==> src/rtl/bwd_pkg.sv <==
package bwd_pkg;
   localparam int unsigned DATA_W     = 64;
   localparam int unsigned ADDR_SHIFT = 14;
   localparam int unsigned PA_W       = DATA_W - ADDR_SHIFT;
   localparam int unsigned NWIN       = 3;
   localparam int unsigned NMMIO      = 2;
   localparam int unsigned NREG       = 6;
   localparam int unsigned RS_SIZE    = 4096;
   localparam logic [3:0]  ACC_BYTES  = 4'd8;

   typedef enum int unsigned {
      IDX_B0 = 0,
      IDX_M0 = 1,
      IDX_B1 = 2,
      IDX_M1 = 3,
      IDX_RS = 4,
      IDX_EN = 5
   } reg_idx_e;

   localparam logic [DATA_W-1:0] WM_MMIO = 64'hFFFF_FFFF_C000_0000;
   localparam logic [DATA_W-1:0] WM_RS   = 64'hFFFF_FFFF_FC00_0000;
   localparam logic [DATA_W-1:0] WM_EN   = 64'hF800_0000_0000_0000;

   function automatic logic [DATA_W-1:0] write_mask(input int unsigned idx);
      case (idx)
         IDX_B0, IDX_M0, IDX_B1, IDX_M1: return WM_MMIO;
         IDX_RS:                         return WM_RS;
         IDX_EN:                         return WM_EN;
         default:                        return '0;
      endcase
   endfunction

   function automatic logic [DATA_W-1:0] reset_value(input int unsigned idx,
                                                    input int unsigned chip,
                                                    input int unsigned unit);
      logic [DATA_W-1:0] c;
      logic [DATA_W-1:0] u;
      logic [DATA_W-1:0] v;
      c = DATA_W'(chip);
      u = DATA_W'(unit);
      case (idx)
         IDX_B0:  v = 64'h3D00_0000_0000 * 64'd16 + c * 64'h40_0000_0000 + u * 64'h10_0000_0000;
         IDX_M0:  v = 64'h3FFF_0000_0000_0 >> 0;
         IDX_B1:  v = 64'h3FF8_0000_0000_0 + c * 64'h2_0000_0000 + u * 64'h8000_0000;
         IDX_M1:  v = 64'h3FFF_F800_0000_0;
         IDX_RS:  v = 64'h3FFF_E400_0000_0 + c * 64'h40_0000 + u * 64'h10_0000;
         default: v = '0;
      endcase
      return v << ADDR_SHIFT;
   endfunction
endpackage

==> src/rtl/bwd_cfg_regs.sv <==
module bwd_cfg_regs
   import bwd_pkg::*;
#(
   parameter int unsigned CHIP_IDX = 0,
   parameter int unsigned UNIT_IDX = 0,
   parameter int unsigned CFG_AW   = 8
) (
   input  logic              clk,
   input  logic              rst_n,
   input  logic              cfg_valid,
   input  logic              cfg_write,
   input  logic [CFG_AW-1:0] cfg_addr,
   input  logic [3:0]        cfg_size,
   input  logic [DATA_W-1:0] cfg_wdata,
   output logic              cfg_rvalid,
   output logic [DATA_W-1:0] cfg_rdata,
   output logic              cfg_err,
   output logic [DATA_W-1:0] base_raw [NWIN],
   output logic [DATA_W-1:0] mask_raw [NMMIO],
   output logic [NWIN-1:0]   win_en
);
   localparam int unsigned IDX_W = CFG_AW - 3;

   logic [DATA_W-1:0] regs_q [NREG];
   logic [IDX_W-1:0]  idx;
   logic              acc_ok;
   logic              wr_en;
   logic              err_d;
   logic [DATA_W-1:0] rd_d;

   assign idx    = cfg_addr[CFG_AW-1:3];
   assign acc_ok = cfg_valid && (cfg_size == ACC_BYTES) && (cfg_addr[2:0] == 3'b000);
   assign wr_en  = acc_ok && cfg_write;

   // enable bits: 63 -> window 0, 62 -> window 1, 61 -> window 2
   always_comb begin
      for (int w = 0; w < NWIN; w++) begin
         win_en[w] = regs_q[IDX_EN][DATA_W-1-w];
      end
   end

   assign base_raw[0] = regs_q[IDX_B0];
   assign base_raw[1] = regs_q[IDX_B1];
   assign base_raw[2] = regs_q[IDX_RS];
   assign mask_raw[0] = regs_q[IDX_M0];
   assign mask_raw[1] = regs_q[IDX_M1];

   always_comb begin
      err_d = 1'b0;
      if (wr_en) begin
         if ((idx == IDX_W'(IDX_B0) || idx == IDX_W'(IDX_M0)) && win_en[0]) err_d = 1'b1;
         if ((idx == IDX_W'(IDX_B1) || idx == IDX_W'(IDX_M1)) && win_en[1]) err_d = 1'b1;
         if ((idx == IDX_W'(IDX_RS)) && win_en[2])                          err_d = 1'b1;
      end
   end

   always_comb begin
      rd_d = '0;
      for (int i = 0; i < NREG; i++) begin
         if (acc_ok && idx == IDX_W'(i)) rd_d = regs_q[i];
      end
   end

   always_ff @(posedge clk) begin
      if (!rst_n) begin
         for (int i = 0; i < NREG; i++) begin
            regs_q[i] <= reset_value(i, CHIP_IDX, UNIT_IDX);
         end
         cfg_err    <= 1'b0;
         cfg_rvalid <= 1'b0;
         cfg_rdata  <= '0;
      end else begin
         for (int i = 0; i < NREG; i++) begin
            if (wr_en && idx == IDX_W'(i)) regs_q[i] <= cfg_wdata & write_mask(i);
         end
         cfg_err    <= err_d;
         cfg_rvalid <= cfg_valid && !cfg_write;
         cfg_rdata  <= cfg_write ? '0 : rd_d;
      end
   end
endmodule

==> src/rtl/bwd_win_match.sv <==
module bwd_win_match
   import bwd_pkg::*;
#(
   parameter int unsigned FIXED_SIZE = 0
) (
   input  logic [PA_W-1:0]   addr,
   input  logic [DATA_W-1:0] base_raw,
   input  logic [DATA_W-1:0] mask_raw,
   input  logic              en,
   output logic              hit,
   output logic [PA_W-1:0]   off
);
   logic [PA_W-1:0] base;
   logic [PA_W:0]   size;
   logic [PA_W:0]   diff;
   logic            unused_low;

   assign base       = base_raw[DATA_W-1:ADDR_SHIFT];
   assign unused_low = ^base_raw[ADDR_SHIFT-1:0];

   generate
      if (FIXED_SIZE == 0) begin : g_masked
         logic unused_mlow;
         assign unused_mlow = ^mask_raw[ADDR_SHIFT-1:0];
         assign size = {1'b0, ~mask_raw[DATA_W-1:ADDR_SHIFT]} + 1'b1;
      end else begin : g_fixed
         logic unused_mask;
         assign unused_mask = ^mask_raw;
         assign size = (PA_W+1)'(FIXED_SIZE);
      end
   endgenerate

   assign diff = {1'b0, addr} - {1'b0, base};
   assign hit  = en && (addr >= base) && (diff < size);
   assign off  = diff[PA_W-1:0];
endmodule

==> src/rtl/bar_window_decoder.sv <==
module bar_window_decoder
   import bwd_pkg::*;
#(
   parameter int unsigned CHIP_IDX = 0,
   parameter int unsigned UNIT_IDX = 0,
   parameter int unsigned CFG_AW   = 8
) (
   input  logic              clk,
   input  logic              rst_n,
   input  logic              cfg_valid,
   input  logic              cfg_write,
   input  logic [CFG_AW-1:0] cfg_addr,
   input  logic [3:0]        cfg_size,
   input  logic [63:0]       cfg_wdata,
   output logic              cfg_rvalid,
   output logic [63:0]       cfg_rdata,
   output logic              cfg_err,
   input  logic              dec_valid,
   input  logic [49:0]       dec_addr,
   output logic              hit_vld,
   output logic [2:0]        hit_vec,
   output logic [49:0]       hit_off
);
   generate
      if (CHIP_IDX > 7)   begin : g_bad_chip $error("CHIP_IDX must be below 8"); end
      if (UNIT_IDX > 3)   begin : g_bad_unit $error("UNIT_IDX must be below 4"); end
      if (CFG_AW < 6)     begin : g_bad_aw   $error("CFG_AW must cover six registers"); end
      if (PA_W != 50)     begin : g_bad_pa   $error("address width mismatch"); end
   endgenerate

   logic [DATA_W-1:0] base_raw [NWIN];
   logic [DATA_W-1:0] mask_raw [NMMIO];
   logic [NWIN-1:0]   win_en;
   logic [NWIN-1:0]   win_hit;
   logic [PA_W-1:0]   win_off [NWIN];
   logic [NWIN-1:0]   sel_d;
   logic [PA_W-1:0]   off_d;

   bwd_cfg_regs #(
      .CHIP_IDX (CHIP_IDX),
      .UNIT_IDX (UNIT_IDX),
      .CFG_AW   (CFG_AW)
   ) regs_i (
      .clk        (clk),
      .rst_n      (rst_n),
      .cfg_valid  (cfg_valid),
      .cfg_write  (cfg_write),
      .cfg_addr   (cfg_addr),
      .cfg_size   (cfg_size),
      .cfg_wdata  (cfg_wdata),
      .cfg_rvalid (cfg_rvalid),
      .cfg_rdata  (cfg_rdata),
      .cfg_err    (cfg_err),
      .base_raw   (base_raw),
      .mask_raw   (mask_raw),
      .win_en     (win_en)
   );

   generate
      for (genvar w = 0; w < NWIN; w++) begin : g_win
         if (w < NMMIO) begin : g_mmio
            bwd_win_match #(.FIXED_SIZE(0)) match_i (
               .addr     (dec_addr),
               .base_raw (base_raw[w]),
               .mask_raw (mask_raw[w]),
               .en       (win_en[w]),
               .hit      (win_hit[w]),
               .off      (win_off[w])
            );
         end else begin : g_regspace
            bwd_win_match #(.FIXED_SIZE(RS_SIZE)) match_i (
               .addr     (dec_addr),
               .base_raw (base_raw[w]),
               .mask_raw ('0),
               .en       (win_en[w]),
               .hit      (win_hit[w]),
               .off      (win_off[w])
            );
         end
      end
   endgenerate

   // lowest window index wins
   always_comb begin
      sel_d = '0;
      off_d = '0;
      for (int w = NWIN - 1; w >= 0; w--) begin
         if (dec_valid && win_hit[w]) begin
            sel_d    = '0;
            sel_d[w] = 1'b1;
            off_d    = win_off[w];
         end
      end
   end

   always_ff @(posedge clk) begin
      if (!rst_n) begin
         hit_vld <= 1'b0;
         hit_vec <= '0;
         hit_off <= '0;
      end else begin
         hit_vld <= dec_valid;
         hit_vec <= sel_d;
         hit_off <= off_d;
      end
   end
endmodule

==> config.mk <==
export PLATFORM = sky130hd
export DESIGN_NAME = bar_window_decoder
export DESIGN_NICKNAME = d
export VERILOG_FILES = /design/src/rtl/bwd_pkg.sv /design/src/rtl/bwd_cfg_regs.sv /design/src/rtl/bwd_win_match.sv /design/src/rtl/bar_window_decoder.sv
export SDC_FILE = /design/constraint.sdc
export NUM_CORES = 1
export LEC_CHECK = 0
export ABC_AREA = 1
export CAP_MARGIN = 25
export CORE_ASPECT_RATIO = 1.25
export CORE_UTILIZATION = 35
export DETAILED_ROUTE_END_ITERATION = 12
export DONT_BUFFER_PORTS = 1
export PLACE_DENSITY_LB_ADDON = 0.25
export SKIP_CTS_REPAIR_TIMING = 1
export SLEW_MARGIN = 5
export SYNTH_ARGS = -nofsm -noshare
export SYNTH_HDL_FRONTEND = slang
export SYNTH_HIERARCHICAL = 1
export SYNTH_SLANG_ARGS = --single-unit
==> constraint.sdc <==
create_clock -name clk -period 6.8 [get_ports clk]
set_clock_uncertainty 0.05 [all_clocks]
set_input_delay 1.36 -clock clk [delete_from_list [all_inputs] [get_ports clk]]
set_output_delay 1.36 -clock clk [all_outputs]
set_load 0.01 [all_outputs]
==> impl_metrics.csv <==
group,metric,value,unit
sta,min_period_over_period,79.3,%
worst_setup_path,crit_cells,24,
clock_network,cts_tree,"built",
clock_network,clock_path_buffers,3,
sta,worstMarginPinSlew,1.02,ns
detailed_routing,routed_wl,142000,um
placement,place_hpwl,123000,um
worst_setup_path,crit_required,7.22,ns
worst_setup_path,slowest_delay,0.49,ns
finish,area_growth,6.83,%
global_routing,grt_max_degree,55,
pwr,leakagePower,16.3,nW
finish,multi_input_area,0.0193,mm^2
sta,hold_viol,0,
min_path,hold_class,"reg -> reg",
die,initial_utilization,35.4,%
global_routing,grt.overflow.total,0,
worst_setup_path,crit_path_end,"hit_off[33]",
sta,final.setup.tns,0,ns
global_routing,grt_pass1_wl,198000,um
synthesis,avgSynthCellArea,6.27,um^2
sta,setup_viol,0,
min_path,worstHoldStart,"regs_i/regs_q[4][58]",
die,coreArea,0.0857,mm^2
clock_network,clkTransAtPathRegs,0.06,ns
die,row_count,120,
status,outcome,"finished, final reports clean",
finish,nFillCells,9477,
worst_setup_path,cp_data_arrival_time,5.82,ns
worst_setup_path,end_kind,"register",
finish,layout-drive-gt1-share,5.24,%
worst_setup_path,r2r_slack,1.65,ns
detailed_routing,wl_per_cell,23.6,um
synthesis,yosys_warnings,6,
worst_setup_path,reg2reg_depth,23,
sta,max_freq,185,MHz
detailed_routing,ant_nets,0,
finish,fin_area,0.0324,mm^2
worst_setup_path,worstSetupStartpoint,"dec_addr[44]",
worst_setup_path,cp_max_fo,11,
detailed_routing,drc_errors,0,
sta,maxSlewHeadroom,32.2,%
detailed_routing,vias,31079,
pwr,powerDensity,177,mW/mm^2
placement,port_buffers,0,
clock_network,clock-root-buffer,"clkbuf_16",
global_routing,grt_usage,31.6,%
clock_network,clock_latency,0.59,ns
placement,finalWeightedCongestion,1.10,
die,chipWidth,265,um
worst_setup_path,path_delay_family,"simple AND/OR/NAND/NOR gates",
worst_setup_path,crit_chain,"ha_1 > nand2_1 > nand2_1 > o21bai_1 > o21bai_1 > a21oi_1 > nand3_1 > nand2_1 > nand2_1 > ha_1 > nand2_1 > inv_1 > o21ai_0 > nand2_1 > a21oi_1 > nand2_1 > nor2_1 > nand2_1 > nor2_1 > inv_1 > nor2_4 > buf_12 > nand3_1 > nand3_1",
global_routing,grt_pass1_vias,28819,
worst_setup_path,crit_top_cell,"nand2_1",
finish,nets,5206,
job,cap_viol_max_count,0,
die,die-area,0.0880,mm^2
clock_network,numCtsBuffers,35,
detailed_routing,drt-initial-drc-count,2957,
sta,rsz0062_at_grt,"no",
placement,dpl-instance-area,0.0312,mm^2
finish,register_area,0.00726,mm^2
sta,maxSlewViolCount,0,
sta,min_period,5.40,ns
detailed_routing,via_per_inst,5.16,
worst_setup_path,r2r-start,"regs_i/regs_q[0][36]",
global_routing,antenna_found_initial,17,
pwr,peakVddDrop,0.147,mV
synthesis,synth_area,0.0304,mm^2
detailed_routing,drt-pass1-iter-count,6,
worst_setup_path,r2r_end,"hit_off[34]",
worst_setup_path,path_buf_inv,3,
worst_setup_path,worst_setup_path_start_kind,"input port",
worst_setup_path,worstSetupPathType,"in -> reg",
die,ios,251,
clock_network,cts_num_sinks,273,
die,fp.dieH,331,um
synthesis,syn_inst,4845,
clock_network,h-tree-depth,2,
worst_setup_path,crit_path_top_delay_cell,"ha_1",
-- tightest hold or removal path, cell delays in order (launching register included) --
cell and delay (ns):
edfxtp_1 0.34, o21ai_0 0.08, nor2_1 0.10
-- per-stage QoR --
stage / util, % / power (W) / hold slack [ns] / std cells / worst slack [ns]
4_1_cts: 37.7 / 0.00575 / 0.510 / 6002 / 1.46
3_5_place_dp: 36.4 / 0.00383 / 0.495 / 5940 / 0.864
3_3_place_gp: 36.4 / 0.00381 / 0.494 / 5940 / 0.901
6_report: 37.8 / 0.00576 / 0.506 / 6028 / 1.40
5_1_grt: 37.8 / 0.00604 / 0.536 / 6019 / 1.06
2_1_floorplan: - / 0.00322 / 0.415 / 4946 / 1.35
-- layout by cell type (no fill, tap or decap), types with 36 or more instances in the layout --
cell type	count
clkbuf_16	36
o21ai_0	137
conb_1	102
inv_1	775
nand2_1	1413
a21oi_1	217
ha_1	252
nand3_1	393
xor2_1	121
nor2_1	627
nor3_1	47
nand4_1	60
edfxtp_1	179
dfxtp_1	94
-- worst min path at each step --
stage | slack, ns | end | cells past startpoint
2_1_floorplan | 0.41 | regs_i/cfg_rdata[26] | 2
3_3_place_gp | 0.49 | regs_i/cfg_rdata[58] | 2
3_5_place_dp | 0.49 | regs_i/cfg_rdata[58] | 2
4_1_cts | 0.51 | regs_i/cfg_rdata[58] | 2
5_1_grt | 0.54 | regs_i/cfg_rdata[60] | 2
6_report | 0.51 | regs_i/cfg_rdata[58] | 2
-- cell type report --
| class | instances | share of cell area (%) |
|---|---|---|
| antenna | 24 | 0.185 |
| sequential | 273 | 22.4 |
| tap | 1159 | 4.47 |
| clock inverter | 17 | 0.567 |
| inverter | 809 | 9.37 |
| multi-input combinational | 3682 | 59.3 |
| timing repair buffer | 19 | 0.656 |
| clock buffer | 45 | 3.03 |
-- sequential cells by signal, indices dropped and copies added, names as in the netlist --
name	count
regs_i/cfg_err	1
hit_vec	3
regs_i/cfg_rvalid	1
regs_i/cfg_rdata	38
regs_i/regs_q	179
hit_vld	1
hit_off	50
-- metal layers --
metal  part of all wire (%)  up-vias  wire length, um  track usage (%)
met5                  0.065        -               92                0
met2                     44     1335            63100             50.3
li1                       -    15147                -                -
met1                     39    14228            54900             37.2
met3                    7.8      357            11100             5.91
met4                    9.1       12            12900             24.8
-- power by group --
part | leakage, nW | total (W) | internal, W | switching, W
sequential | 2.50 | 0.00192 | 0.00183 | 0.0000869
combinational | 13.2 | 0.00194 | 0.000559 | 0.00138
clock | 0.575 | 0.00190 | 0.00108 | 0.000821
Note: power is estimated with default switching activity, not from simulation.
